--- src/rtl/card_cmd_shifter.sv ---
module card_cmd_shifter #(
  parameter int HALF_DIV = 2,
  parameter int CNT_W    = 16,
  parameter int WORD_W   = 32
) (
  input  logic              clk,
  input  logic              rst_n,
  input  logic              ctl_we,
  input  logic [31:0]       ctl_wdata,
  input  logic              dat_we,
  input  logic [WORD_W-1:0] dat_wdata,
  input  logic              dat_re,
  output logic [WORD_W-1:0] dat_rdata,
  output logic              tx_empty,
  output logic              rx_full,
  output logic              busy,
  output logic              irq_busy_rise,
  output logic              irq_busy_fall,
  input  logic [1:0]        irq_clr,
  output logic              sclk_out,
  output logic              cmd_o,
  output logic              cmd_oe,
  input  logic              cmd_i,
  output logic              dat_oe
);
  localparam int DIV_W     = $clog2(HALF_DIV + 1);
  localparam int BW        = $clog2(WORD_W + 1);
  localparam int LW        = $clog2(WORD_W);
  localparam int DIR_BIT   = 17;
  localparam int CMASK_BIT = 18;
  localparam int DMASK_BIT = 19;

  logic [DIV_W-1:0]  div_q;
  logic [CNT_W-1:0]  cnt;
  logic [BW-1:0]     wbits, wsize, first_size;
  logic [WORD_W-1:0] sh, hold, sh_in;
  logic              hold_full, tx_mode, started, pend, cmask, dmask, busy_q;
  logic              tick;

  assign tick       = (div_q == DIV_W'(HALF_DIV - 1));
  assign first_size = (ctl_wdata[LW-1:0] == '0) ? BW'(WORD_W) : BW'(ctl_wdata[LW-1:0]);
  assign sh_in      = {sh[WORD_W-2:0], cmd_i};

  assign tx_empty  = busy & tx_mode & ~hold_full;
  assign rx_full   = ~tx_mode & hold_full;
  assign dat_rdata = hold;
  assign cmd_o     = busy ? sh[WORD_W-1] : 1'b1;
  assign cmd_oe    = busy ? tx_mode : cmask;
  assign dat_oe    = ~busy & dmask;

  always_ff @(posedge clk or negedge rst_n) begin
    if (!rst_n) begin
      div_q <= '0; cnt <= '0; wbits <= '0; wsize <= '0;
      sh <= '1; hold <= '0; hold_full <= 1'b0; tx_mode <= 1'b0;
      started <= 1'b0; pend <= 1'b0; cmask <= 1'b0; dmask <= 1'b0;
      busy <= 1'b0; sclk_out <= 1'b0;
    end else begin
      div_q <= tick ? '0 : div_q + DIV_W'(1);
      if (ctl_we) begin
        cnt       <= ctl_wdata[CNT_W-1:0];
        tx_mode   <= ctl_wdata[DIR_BIT];
        cmask     <= ctl_wdata[CMASK_BIT];
        dmask     <= ctl_wdata[DMASK_BIT];
        busy      <= |ctl_wdata[CNT_W-1:0];
        wsize     <= first_size;
        wbits     <= '0;
        hold_full <= 1'b0;
        pend      <= 1'b0;
        started   <= 1'b0;
        sclk_out  <= 1'b0;
        sh        <= '1;
      end else begin
        if (dat_we && tx_empty) begin
          hold      <= dat_wdata;
          hold_full <= 1'b1;
        end
        if (dat_re && rx_full) hold_full <= 1'b0;
        if (busy && tick) begin
          if (tx_mode) begin
            if (sclk_out) begin
              sclk_out <= 1'b0;
              cnt      <= cnt - CNT_W'(1);
              if (cnt == CNT_W'(1)) busy <= 1'b0;
              if (wbits == BW'(1) && hold_full && cnt != CNT_W'(1)) begin
                sh <= hold; wbits <= wsize; wsize <= BW'(WORD_W); hold_full <= 1'b0;
              end else begin
                sh <= sh << 1; wbits <= wbits - BW'(1);
              end
            end else if (wbits != '0) begin
              sclk_out <= 1'b1;
            end else if (hold_full) begin
              sh <= hold; wbits <= wsize; wsize <= BW'(WORD_W); hold_full <= 1'b0;
            end
          end else begin
            if (sclk_out) begin
              sclk_out <= 1'b0;
              if (cnt == '0 && !pend) busy <= 1'b0;
            end else if (pend) begin
              if (!hold_full) begin
                hold <= sh << (BW'(WORD_W) - wsize);
                hold_full <= 1'b1; pend <= 1'b0;
                wbits <= '0; wsize <= BW'(WORD_W);
                if (cnt == '0) busy <= 1'b0;
              end
            end else begin
              sclk_out <= 1'b1;
              if (started || !cmd_i) begin
                started <= 1'b1;
                sh      <= sh_in;
                cnt     <= cnt - CNT_W'(1);
                if (wbits + BW'(1) == wsize) begin
                  if (!hold_full) begin
                    hold <= sh_in << (BW'(WORD_W) - wsize);
                    hold_full <= 1'b1; wbits <= '0; wsize <= BW'(WORD_W);
                  end else begin
                    pend <= 1'b1; wbits <= wbits + BW'(1);
                  end
                end else begin
                  wbits <= wbits + BW'(1);
                end
              end
            end
          end
        end
      end
    end
  end

  always_ff @(posedge clk or negedge rst_n) begin
    if (!rst_n) begin
      busy_q <= 1'b0; irq_busy_rise <= 1'b0; irq_busy_fall <= 1'b0;
    end else begin
      busy_q        <= busy;
      irq_busy_rise <= (irq_busy_rise & ~irq_clr[0]) | (busy & ~busy_q);
      irq_busy_fall <= (irq_busy_fall & ~irq_clr[1]) | (~busy & busy_q);
    end
  end
endmodule

--- config.mk ---
export PLATFORM = sky130hd
export DESIGN_NAME = card_cmd_shifter
export DESIGN_NICKNAME = d
export VERILOG_FILES = /design/src/rtl/card_cmd_shifter.sv
export SDC_FILE = /design/constraint.sdc
export NUM_CORES = 1
export LEC_CHECK = 0
export ABC_AREA = 1
export BUFFER_PORTS_ARGS = -buffer_cell sky130_fd_sc_hd__buf_2
export CAP_MARGIN = 0
export CORE_AREA = 4 4 118 131
export DETAILED_ROUTE_END_ITERATION = 7
export DIE_AREA = 0 0 122 135
export PLACE_DENSITY = 0.86
export SLEW_MARGIN = 30
export SYNTH_ARGS = -nofsm -noshare
export SYNTH_HDL_FRONTEND = slang
export SYNTH_SLANG_ARGS = --single-unit
--- constraint.sdc ---
create_clock -name clk -period 5.75 [get_ports clk]
set_input_delay 1.15 -clock clk [delete_from_list [all_inputs] [get_ports clk]]
set_output_delay 1.15 -clock clk [all_outputs]
set_load 0.1 [all_outputs]
---- Yosys cells after proc, flatten, opt, wreduce, memory -nomap -nowiden ----
Index checks and enable logic that the tools add are counted.
word-level totals
  flip-flop bits (word level) ............. 105
  output and inout port bits .............. 41
  word-level logic and storage cells ...... 187
operators by class
  add/sub/neg operators ................... 5
  equal/unequal tests ..................... 19
  shifts and indexed selects .............. 2
  mux-type cells .......................... 100
  bitwise logic cells ..................... 16
  reduce and logical (&&, ||, !) cells .... 28
operator list
  cell                     count
  $mux W32                 19
  $mux W6                  26
  $mux W16                 7
  $shl A32 B6 Y32          2
  $mux W1                  47
  $eq A16 B1 Y1 const B    1
  $logic_not A16 Y1        1
  $ne A16 B1 Y1 const B    1
  $reduce_or A16 Y1        1
  $sub A16 B1 Y16 const B  1
  $reduce_and A7 Y1        2
  $ne A3 B3 Y1 const B     4
  $ne A4 B4 Y1 const B     3
  $reduce_and A6 Y1        2
  $reduce_bool A3 Y1       4
  $reduce_and A5 Y1        2
  $ne A3 B2 Y1 const B     3
  $and A1 B1 Y1            8
  $reduce_bool A4 Y1       2
  $add A6 B1 Y6 const B    1
  $eq A6 B1 Y1 const B     1
  $eq A6 B6 Y1             1
  $logic_and A1 B1 Y1      6
  $ne A2 B2 Y1 const B     3
  14 further kinds         22

---- Depth between registers and ports, before layout ----
Gate-level depths: netlist of run 1.
  word-level depth ........................ 13
  mapped depth ............................ 20

---- Worst setup path before layout of run 1 ----
Ideal clock, no wire load.
  kind .................................... flip-flop to output port
  from .................................... register busy
  to ...................................... output port cmd_oe
  arrival ................................. 3,077 ps
  required time ........................... 4,600 ps
  setup slack ............................. 1,523 ps
  stages on the path, launching flop included .. 2
  buffers on the path ..................... 0
  cell sequence ........................... dfrtp_1 -> o21ai_0
on the way
  word-level cells in the longest chain between the ends .. 1
RTL lines
  what                      RTL line  text
  start: declaration        16        output logic busy,
  start signal: assignment  64        busy <= |ctl_wdata[CNT_W-1:0];
  $mux W1                   48        assign cmd_oe = busy ? tx_mode : cmask;
  end: declaration          22        output logic cmd_oe,
Every way passes these cells.

---- Final worst setup path of run 1 ----
  from .................................... register wsize[0]
  to ...................................... register hold[21], in the netlist dat_rdata[21]
on the way
  word-level cells in the longest chain between the ends .. 9
  elaborated cells between the ends (all ways) .. 12
RTL lines
  what                      RTL line  text
  start: declaration        35        logic [BW-1:0] wbits, wsize, first_size;
  start signal: assignment  65        wsize <= first_size;
  $sub A6 B6 Y6             100, 113
  $shl A32 B6 Y32           113       hold <= sh_in << (BW'(WORD_W) - wsize);
  $mux W32                  112       if (!hold_full) begin
  $mux W32                  111       if (wbits + BW'(1) == wsize) begin
  $mux W32                  107       if (started || !cmd_i) begin
  $mux W32 (*)              98        end else if (pend) begin
  $mux W32 (*)              95        if (sclk_out) begin
  $mux W32 (*)              79        if (tx_mode) begin
  $mux W32 (*)              78        if (busy && tick) begin
  end signal: assignment    74        hold <= dat_wdata;
  end signal: assignment    100       hold <= sh << (BW'(WORD_W) - wsize);
  end signal: assignment    113
  end: declaration          36        logic [WORD_W-1:0] sh, hold, sh_in;
Every way passes the cells marked *; elsewhere a longest branch is shown, timed or not.
A chain may end at the register's enable or synchronous reset.

==> run_results.csv, run 1 <==
group,metric,value,unit
critical_path,critPathLaunch,"wsize[0]",
finish,diodes,0,
job,max_cap_viol_count,0,
critical_path,cp_slowest_cell,"clkinv_1",
critical_path,start_kind,"flip-flop",
power_and_ir_drop,power_density,427,nW/µm²
timing,relSlewSlack,37.8,%
floorplanning,fp-row-count,46,
power_and_ir_drop,p_seq_share,26.9,%
place,port_buffers,99,
critical_path,max_stage_delay,830,ps
clock_network,path_clk_slew,80,ps
global_routing,grt.overflow.total,0,
synth,synth_seq_cells,105,
timing,worst_hold_slack,444,ps
critical_path,crit_required,6060,ps
timing,fin_setup_tns,0,ps
global_routing,grt_max_degree,69,
floorplanning,die_x,122,µm
place,gp_congestion,0.996,
timing,final_hold_viol_count,0,
finish,multi_input_area,5330,µm²
detailed_routing,drt_iter0_markers,1383,
critical_path,r2r_start,"wsize[0]",
finish,areaGrowthSynthToFinish,8.97,%
clock_network,htreeDepth,3,
finish,fin_cells,1680,
clock_network,clk_path_buf_depth,2,
critical_path,crit_cells,18,
power_and_ir_drop,switching_share,54.2,%
finish,final_common_cell,"nand2_1",
critical_path,cp-endpoint,"dat_rdata[21]",
timing,fin_crit_sh,67.8,%
synth,synth_edf_count,0,
timing,worst_pin_slew,929,ps
clock_network,cts_sinks,105,
timing,slew_violations,0,
synth,async_flop_share,100,%
critical_path,cp_top_family,"buffers and inverters",
clock_network,ctsResizeCount,0,
detailed_routing,drtAntennaViolNets,0,
power_and_ir_drop,vdd_drop_max,0.233,mV
global_routing,grt_pass1_vias,9281,
critical_path,critPathKind,"flip-flop to flip-flop",
finish,nFillCells,1337,
finish,fin_nets,1563,
floorplanning,start_util,62.4,%
finish,final_cell_mix,"nand2_1, nand3_1, inv_1",
global_routing,grt_pass1_wl,46.7,mm
finish,drive_gt1_share,12.5,%
synth,synth_nets,1520,
critical_path,crit_buf_inv,5,
power_and_ir_drop,p_leak,5.00,nW
timing,rsz0062_at_grt,"false",
clock_network,cts_setup_buffers,0,
place,place_inst,1663,
synth,ys_seq_area_share,30.1,%
critical_path,end_kind,"flip-flop",
power_and_ir_drop,p_int,1.89,mW
power_and_ir_drop,p_switching,2.24,mW
clock_network,cts_root_buf,"clkbuf_16",
detailed_routing,wl_per_cell,17.3,µm
floorplanning,io_pins,113,
synth,netlist-cell-type-count,46,
detailed_routing,vias,10100,
synth,synth_warnings,0,
critical_path,crit_fanout,38,
power_and_ir_drop,p_clk_share,16.4,%
power_and_ir_drop,combinationalPowerShare,56.7,%
critical_path,cp_data_arrival_time,4210,ps
synth,synth_ff_type,"dfrtp_1",
synth,syn_inst,1440,
detailed_routing,wl,29.1,mm
timing,fin_crit,3900,ps
synth,avgSynthCellArea,6.16,µm²
critical_path,crit_path_cell_trace,"inv_1 > buf_4 > ha_1 > buf_4 > clkinv_1 > nand3_1 > nand3_1 > o21ai_0 > inv_1 > nor2_1 > nand2_1 > nand2_1 > nand2_1 > nand2_1 > nand2_1 > nand2_1 > nand2_1 > nand2_1",
critical_path,r2r_cells,18,
global_routing,gr-usage-all-layers,35.8,%
critical_path,regToRegSetupSlack,1850,ps
critical_path,r2r_end,"dat_rdata[21]",
place,post-dp-hpwl,21.4,mm
clock_network,hold_buffers,0,
clock_network,numCtsBuffers,9,
timing,fin_worst_skew,13.8,ps
critical_path,critPathMostFrequentCell,"nand2_1",
floorplanning,die_h,135,µm
floorplanning,die_area,16500,µm²
clock_network,clock_latency,370,ps
clock_network,cts_tree,"done",
finish,seqCellArea,2670,µm²
detailed_routing,post-route-drc-count,0,
timing,final-setup-viol-count,0,
synth,synth_area,8870,µm²
floorplanning,core,14200,µm²
detailed_routing,via_per_inst,6.01,
global_routing,antenna_found_initial,0,
min_path,min_path_type,"flip-flop to flip-flop",
detailed_routing,firstDrtPassIters,6,
status,status,"complete, no violations",
timing,maxClockFrequency,256,MHz
[worst reg2reg max path, cell delays in order (launching register included)]
cell      delay, ps
dfrtp_1         380
inv_1            50
buf_4           390
ha_1            220
buf_4           350
clkinv_1        850
nand3_1         370
nand3_1         170
o21ai_0         190
inv_1            70
nor2_1          210
nand2_1          90
nand2_1          80
nand2_1          50
nand2_1          90
nand2_1          90
nand2_1          70
nand2_1          50
nand2_1          80
[registers in the layout (all words and copies together) (netlist names), 2 cells and up]
name       count
wsize          6
dat_rdata     32
div_q          2
wbits          6
cnt           16
sh            32
[per-layer routing]
metal,vias up,wire length (µm),GRT usage [%],part of all wire [%]
met5,-,0,0,0
met4,0,1140,14.5,3.9
met3,92,2120,4.86,7.3
met2,480,14300,60.5,49
met1,4679,11600,46.4,40
li1,4851,-,-,-
[cells by family (layout without fill, tap and decap cells)]
logic type               count (synthesis)  after routing  share of synthesized area (%)
AND/OR/NAND/NOR                        858            858                           41.0
AO/OA/AOI/OAI                          245            245                           16.2
buffers and inverters                  209            257                           9.87
flip-flops                             105            105                           30.1
XOR/XNOR                                14             14                           1.64
adder cells (fa/ha/maj)                  8              8                           1.13
multiplexers                             1              1                          0.113
[cell type report]
type / instances / share of cell area (%)
tap: 192 / 2.48
clock buffer: 9 / 2.33
timing repair buffer: 114 / 6.52
sequential: 105 / 27.6
clock inverter: 7 / 0.996
multi-input combinational: 1126 / 55.2
inverter: 127 / 4.93
[cell usage after synthesis, types with 4 or more instances]
cell type | count | share of area [%]
clkbuf_1 | 29 | 1.2
o21ai_1 | 5 | 0.28
nand4_1 | 9 | 0.63
nand2_1 | 496 | 21
nor2_1 | 70 | 3.0
nor2_2 | 7 | 0.49
dfrtp_1 | 73 | 21
inv_1 | 121 | 5.1
nor4_1 | 4 | 0.28
o21ai_0 | 109 | 6.1
xor2_1 | 9 | 0.89
buf_4 | 9 | 0.76
nor3_1 | 8 | 0.45
a31oi_1 | 13 | 0.92
a21oi_1 | 56 | 3.2
buf_2 | 34 | 1.9
o211ai_1 | 9 | 0.76
buf_1 | 8 | 0.34
dfstp_2 | 32 | 9.5
a22oi_1 | 7 | 0.59
a21boi_0 | 4 | 0.34
inv_2 | 4 | 0.17
o22a_1 | 21 | 2.1
nand3_1 | 255 | 14
ha_1 | 8 | 1.1
o22ai_1 | 8 | 0.56
nand2_2 | 4 | 0.28
[power by group through the flow]
stage | combinational [mW] | sequential, mW | clock (mW)
6_report | 2.34 | 1.11 | 0.679
5_1_grt | 2.57 | 1.13 | 0.713
4_1_cts | 2.30 | 1.10 | 0.686
3_5_place_dp | 2.29 | 1.12 | 0
3_3_place_gp | 2.26 | 1.11 | 0
2_1_floorplan | 1.45 | 1.45 | 0
[how the worst min path moves through the flow]
stage	startpoint	endpoint	cells after the start
after floorplan	div_q[0]	div_q[0]	1
after global placement	div_q[0]	div_q[0]	1
after detailed placement	div_q[0]	div_q[0]	1
after CTS	div_q[0]	div_q[0]	1
after global routing	div_q[0]	div_q[0]	1
final	div_q[0]	div_q[0]	1
[stage by stage]
step           setup slack, ps  utilization (%)  total power, mW  cell area, µm²
6_report                  1850             68.0             4.13            9670
5_1_grt                   1550             68.0             4.42            9670
4_1_cts                   1970             67.8             4.09            9640
3_5_place_dp              1710             65.6             3.41            9320
3_3_place_gp              1800             65.6             3.37            9320
2_1_floorplan             1520                -             2.89            8870
(Power assumes the default switching activity.)
==> run 2: changes to the inputs <==
--- a/config.mk
+++ b/config.mk
@@ -8,10 +8,10 @@
 export ABC_AREA = 1
 export BUFFER_PORTS_ARGS = -buffer_cell sky130_fd_sc_hd__buf_2
 export CAP_MARGIN = 0
-export CORE_AREA = 4 4 118 131
+export CORE_AREA = 4 4 128 142
 export DETAILED_ROUTE_END_ITERATION = 7
-export DIE_AREA = 0 0 122 135
-export PLACE_DENSITY = 0.86
+export DIE_AREA = 0 0 132 146
+export PLACE_DENSITY = 0.77
 export SLEW_MARGIN = 30
 export SYNTH_ARGS = -nofsm -noshare
 export SYNTH_HDL_FRONTEND = slang
==> constraint.sdc (replaced) <==
create_clock -name clk -period 3.5 [get_ports clk]
set_input_delay 0.7 -clock clk [delete_from_list [all_inputs] [get_ports clk]]
set_output_delay 0.7 -clock clk [all_outputs]
set_load 0.1 [all_outputs]
==> run 2 against run 1 <==
Net effect:
- largest power group unchanged
- global-route usage down 5.5 points
- core utilization decreased by 10 points
- critical endpoint is now dat_rdata[2]
- highest routed layer unchanged
- non-clock buffer count grew 12
==> run_results.csv, run 2 (same netlist as run 1, synthesis figures left out) <==
group,metric,value,unit
status,status,"complete, no violations",
timing,final_hold_viol_count,0,
critical_path,cp_data_arrival_time,3100,ps
critical_path,cp_slowest_cell,"dfrtp_1",
timing,fin_crit,2830,ps
global_routing,gr-usage-all-layers,30.3,%
clock_network,clock_latency,370,ps
place,gp_congestion,1.00,
global_routing,grt_max_degree,57,
power_and_ir_drop,p_seq_share,26.8,%
critical_path,crit_fanout,10,
detailed_routing,wl_met3,1.82,mm
finish,final_cell_mix,"nand2_1, nand3_1, inv_1",
finish,final_common_cell,"nand2_1",
min_path,min_path_type,"input pin to async pin",
critical_path,start_kind,"flip-flop",
power_and_ir_drop,p_clk_share,15.9,%
detailed_routing,dr_wl_met2,14.7,mm
clock_network,ctsResizeCount,0,
timing,slew_violations,0,
clock_network,hold_buffers,0,
finish,areaGrowthSynthToFinish,9.94,%
detailed_routing,vias,9978,
floorplanning,core,16800,µm²
clock_network,cts_sinks,105,
floorplanning,io_pins,113,
floorplanning,fp-row-count,50,
critical_path,end_kind,"flip-flop",
global_routing,grt.overflow.total,0,
floorplanning,die_x,132,µm
detailed_routing,wl_per_cell,17.4,µm
clock_network,htreeDepth,3,
timing,fin_crit_sh,80.9,%
critical_path,max_stage_delay,590,ps
floorplanning,die_h,146,µm
critical_path,critPathKind,"flip-flop to flip-flop",
detailed_routing,firstDrtPassIters,5,
global_routing,grt_pass1_wl,47.5,mm
timing,rsz0062_at_grt,"false",
global_routing,antenna_found_initial,0,
critical_path,crit_path_cell_trace,"inv_1 > ha_1 > xnor2_1 > nand2_1 > nor2_1 > nand2_1 > nor2_2 > nand3_1 > nor2_2 > nand2_1 > nand3_1 > nand2_1 > nand2_1 > nand2_1",
place,port_buffers,99,
detailed_routing,dr.max_layer_used,"met4",
power_and_ir_drop,p_leak,5.05,nW
critical_path,critPathLaunch,"wbits[0]",
critical_path,critPathMostFrequentCell,"nand2_1",
power_and_ir_drop,power_density,695,nW/µm²
clock_network,cts_setup_buffers,0,
clock_network,cts_tree,"done",
detailed_routing,post-route-drc-count,0,
clock_network,path_clk_slew,80,ps
power_and_ir_drop,combinationalPowerShare,57.2,%
power_and_ir_drop,p_switching,3.71,mW
timing,final-setup-viol-count,0,
timing,worst_pin_slew,898,ps
finish,drive_gt1_share,13.2,%
power_and_ir_drop,p_int,3.07,mW
job,max_cap_viol_count,0,
place,post-dp-hpwl,22.3,mm
finish,diodes,0,
clock_network,numCtsBuffers,9,
detailed_routing,drtAntennaViolNets,0,
clock_network,cts_root_buf,"clkbuf_16",
floorplanning,die_area,19300,µm²
detailed_routing,drt_iter0_markers,1161,
finish,fin_nets,1575,
clock_network,clk_path_buf_depth,2,
power_and_ir_drop,p_total,6.78,mW
global_routing,grt_pass1_vias,9168,
power_and_ir_drop,switching_share,54.8,%
detailed_routing,m1WireLength,12.3,mm
detailed_routing,wl,29.7,mm
critical_path,crit_required,3760,ps
detailed_routing,via_per_inst,5.84,
timing,fin_setup_tns,0,ps
timing,relSlewSlack,40.0,%
floorplanning,start_util,52.7,%
power_and_ir_drop,vdd_drop_max,0.317,mV
critical_path,r2r_start,"wbits[0]",
timing,maxClockFrequency,353,MHz
timing,fin_worst_skew,8.53,ps
[run 2: cell count changes in the layout (fill, tap and decap cells not counted), sizes merged]
cell    previous run  this run
bufinv             1         0
buf              114       126
inv              127       129
clkinv             5         4
[run 2: metal layers]
metal  GRT usage [%]  vias up
met5               0        -
met4            11.2        0
met3            3.53       57
met2            51.3      399
met1            40.0     4658
li1                -     4864
[run 2: critical path: cells and delay by family (launching register included)]
| kind | cells | cell delay [ps] |
|---|---|---|
| xor gates and xnor gates | 1 | 180 |
| adders and majority gates | 1 | 370 |
| DFF | 1 | 590 |
| buffers and inverters | 1 | 180 |
| and+or+nand+nor | 11 | 1420 |
[run 2: path summary, 6_finish.rpt]
| check | depth (start not counted) | endpoint | slack [ps] |
|---|---|---|---|
| setup / recovery | 14 | dat_rdata[2] | 670 |
| hold / removal | 1 | dat_rdata[10] | 390 |
| setup reg to reg | 14 | dat_rdata[2] | 670 |
| hold reg to reg | 1 | div_q[0] | 450 |
| max in group asynchronous | 2 | sh[30] | 2340 |
| min in group clk | 1 | div_q[0] | 450 |
[run 2: layout make-up]
type,instances,area (µm²)
clock buffer,9,225
tap,208,260
sequential,105,2670
fill,1712,7070
clock inverter,7,80.1
inverter,127,477
timing repair buffer,126,713
multi-input combinational,1126,5330
[run 2: power groups by stage]
stage / clock (mW) / sequential [mW] / combinational [mW]
2_1_floorplan: 0 / 2.38 / 2.38
3_3_place_gp: 0 / 1.83 / 3.78
3_5_place_dp: 0 / 1.84 / 3.82
4_1_cts: 1.10 / 1.82 / 3.83
5_1_grt: 1.16 / 1.86 / 4.26
6_report: 1.08 / 1.82 / 3.88
[run 2: stage by stage]
step	cell area (µm²)	instances	hold slack (ps)	setup slack, ps	util [%]
after floorplan	8880	1440	404	169	-
after global routing	9760	1708	469	351	58.0
after global placement	9450	1692	429	746	56.2
after detailed placement	9450	1692	439	706	56.2
final	9760	1708	391	669	58.0
after CTS	9760	1708	438	698	58.0
==> run 3: changes to the inputs <==
==> constraint.sdc (replaced) <==
create_clock -name clk -period 2.6 [get_ports clk]
set_input_delay 0.52 -clock clk [delete_from_list [all_inputs] [get_ports clk]]
set_output_delay 0.52 -clock clk [all_outputs]
set_load 0.1 [all_outputs]
==> run 3 against run 2 <==
Net effect:
- largest power group unchanged
- sequential share of layout area shrank 0.79 points
- critical path depth down 6
- worst setup slack got worse by 540 ps
==> run_results.csv, run 3 (same netlist as run 1, synthesis figures left out) <==
group,metric,value,unit
timing,slew_violations,0,
floorplanning,die_h,146,µm
floorplanning,fp-row-count,50,
detailed_routing,post-route-drc-count,0,
finish,drive_gt1_share,15.2,%
power_and_ir_drop,p_total,9.32,mW
global_routing,grt.overflow.total,0,
finish,diodes,0,
power_and_ir_drop,p_leak,5.16,nW
clock_network,path_clk_slew,80,ps
critical_path,r2r_end,"sh[0]",
clock_network,clk_path_buf_depth,2,
detailed_routing,via_per_inst,5.94,
place,post-dp-hpwl,22.5,mm
detailed_routing,vias,10300,
floorplanning,die_x,132,µm
floorplanning,start_util,52.7,%
critical_path,crit_path_cell_trace,"nor2_1 > nand3_1 > nand3_1 > nand2_1 > a21oi_4 > buf_4 > clkinvlp_4 > a21oi_1",
global_routing,grt_max_degree,60,
place,place_inst,1707,
floorplanning,core,16800,µm²
finish,final_common_cell,"nand2_1",
clock_network,cts_tree,"done",
detailed_routing,firstDrtPassIters,8,
critical_path,start_kind,"flip-flop",
critical_path,cp_slowest_cell,"dfrtp_1",
status,status,"complete, no violations",
critical_path,regToRegSetupSlack,130,ps
place,gp_congestion,1.02,
clock_network,clock_latency,360,ps
finish,fin_nets,1593,
critical_path,cp_data_arrival_time,2760,ps
place,place_area,9650,µm²
timing,maxClockFrequency,404,MHz
timing,fin_crit_sh,95.1,%
global_routing,grt_pass1_wl,48.1,mm
finish,areaGrowthSynthToFinish,13.4,%
timing,rsz0062_at_grt,"true",
detailed_routing,drt_iter0_markers,1118,
critical_path,r2r_cells,8,
clock_network,htreeDepth,3,
critical_path,end_kind,"flip-flop",
timing,fin_setup_tns,0,ps
place,port_buffers,99,
critical_path,critPathMostFrequentCell,"nand3_1",
detailed_routing,wl,30.2,mm
min_path,min_path_type,"input pin to async pin",
job,max_cap_viol_count,0,
critical_path,crit_required,2880,ps
finish,fin_cells,1726,
finish,fin_util,59.8,%
timing,final-setup-viol-count,0,
finish,nFillCells,1676,
critical_path,crit_fanout,24,
clock_network,numCtsBuffers,9,
clock_network,cts_root_buf,"clkbuf_16",
finish,final_cell_mix,"nand2_1, nand3_1, inv_1",
floorplanning,io_pins,113,
timing,relSlewSlack,49.9,%
critical_path,critPathKind,"flip-flop to flip-flop",
power_and_ir_drop,vdd_drop_max,0.509,mV
timing,fin_crit,2470,ps
power_and_ir_drop,power_density,926,nW/µm²
floorplanning,die_area,19300,µm²
critical_path,r2r_start,"wbits[2]",
detailed_routing,wl_per_cell,17.5,µm
clock_network,cts_sinks,105,
timing,final_hold_viol_count,0,
timing,fin_worst_skew,9.57,ps
critical_path,max_stage_delay,510,ps
global_routing,antenna_found_initial,0,
global_routing,grt_pass1_vias,9495,
timing,worst_pin_slew,751,ps
global_routing,gr-usage-all-layers,30.4,%
detailed_routing,drtAntennaViolNets,0,
finish,fin_area,10100,µm²
## run 3: cell types whose count changed in the layout (fill, tap and decap cells not counted), moves of 3 or more
cell        change
buf_12          +5
buf_4           +9
buf_6           +3
clkinvlp_4      +3
nor2_1          -3
nor2_4          +3
## run 3: critical path: cells and delay by family (launching register included)
family                 cells  cell delay, ps
AOI/OAI and AO/OA          2             420
and+or+nand+nor            4             760
DFF                        1             510
buffers and inverters      2             690
## run 3: timing repair
item	CTS	global route
endpoints found under the setup margin	0	47
setup buffers	0	2
hold buffers	0	0
resized for setup	0	21
## run 3: layer usage
| metal | track usage [%] | share of wire (%) | up-vias |
|---|---|---|---|
| li1 | - | - | 4918 |
| met1 | 38.6 | 40 | 4800 |
| met2 | 52.6 | 49 | 451 |
| met3 | 4.01 | 6.8 | 85 |
| met4 | 12.0 | 4.0 | 0 |
| met5 | 0 | 0 | - |
## run 3: layout make-up
type	instances	area (µm²)	share of cell area (%)
inverters	127	484	4.81
well taps	208	260	2.59
repair buffers	144	940	9.34
multi-input cells	1126	5420	53.8
clock buffers	9	225	2.24
flip-flops and latches	105	2670	26.6
clock inverters	7	65.1	0.646
## run 3: worst max-delay path by stage
stage	start	to	slack (ps)
floorplan	busy	cmd_oe	40
global placement	wsize[0]	dat_rdata[24]	-70
detailed placement	cmd_i	sh[0]	60
CTS	wbits[0]	dat_rdata[16]	60
global route	wsize[0]	dat_rdata[18]	-30
finish	wbits[2]	sh[0]	130
## run 3: per-stage QoR
stage	setup WS, ps	hold slack, ps
floorplan	39.8	224
detailed placement	60.1	446
global placement	-69.0	429
global route	-28.3	222
finish	127	178
CTS	55.1	195
## run 3: where the power goes
group | switching (mW) | internal, mW | leakage, nW
Sequential | 0.375 | 2.07 | 1.20
Combinational | 3.94 | 1.54 | 3.82
Clock | 0.729 | 0.671 | 0.137
Total | 5.05 | 4.28 | 5.16
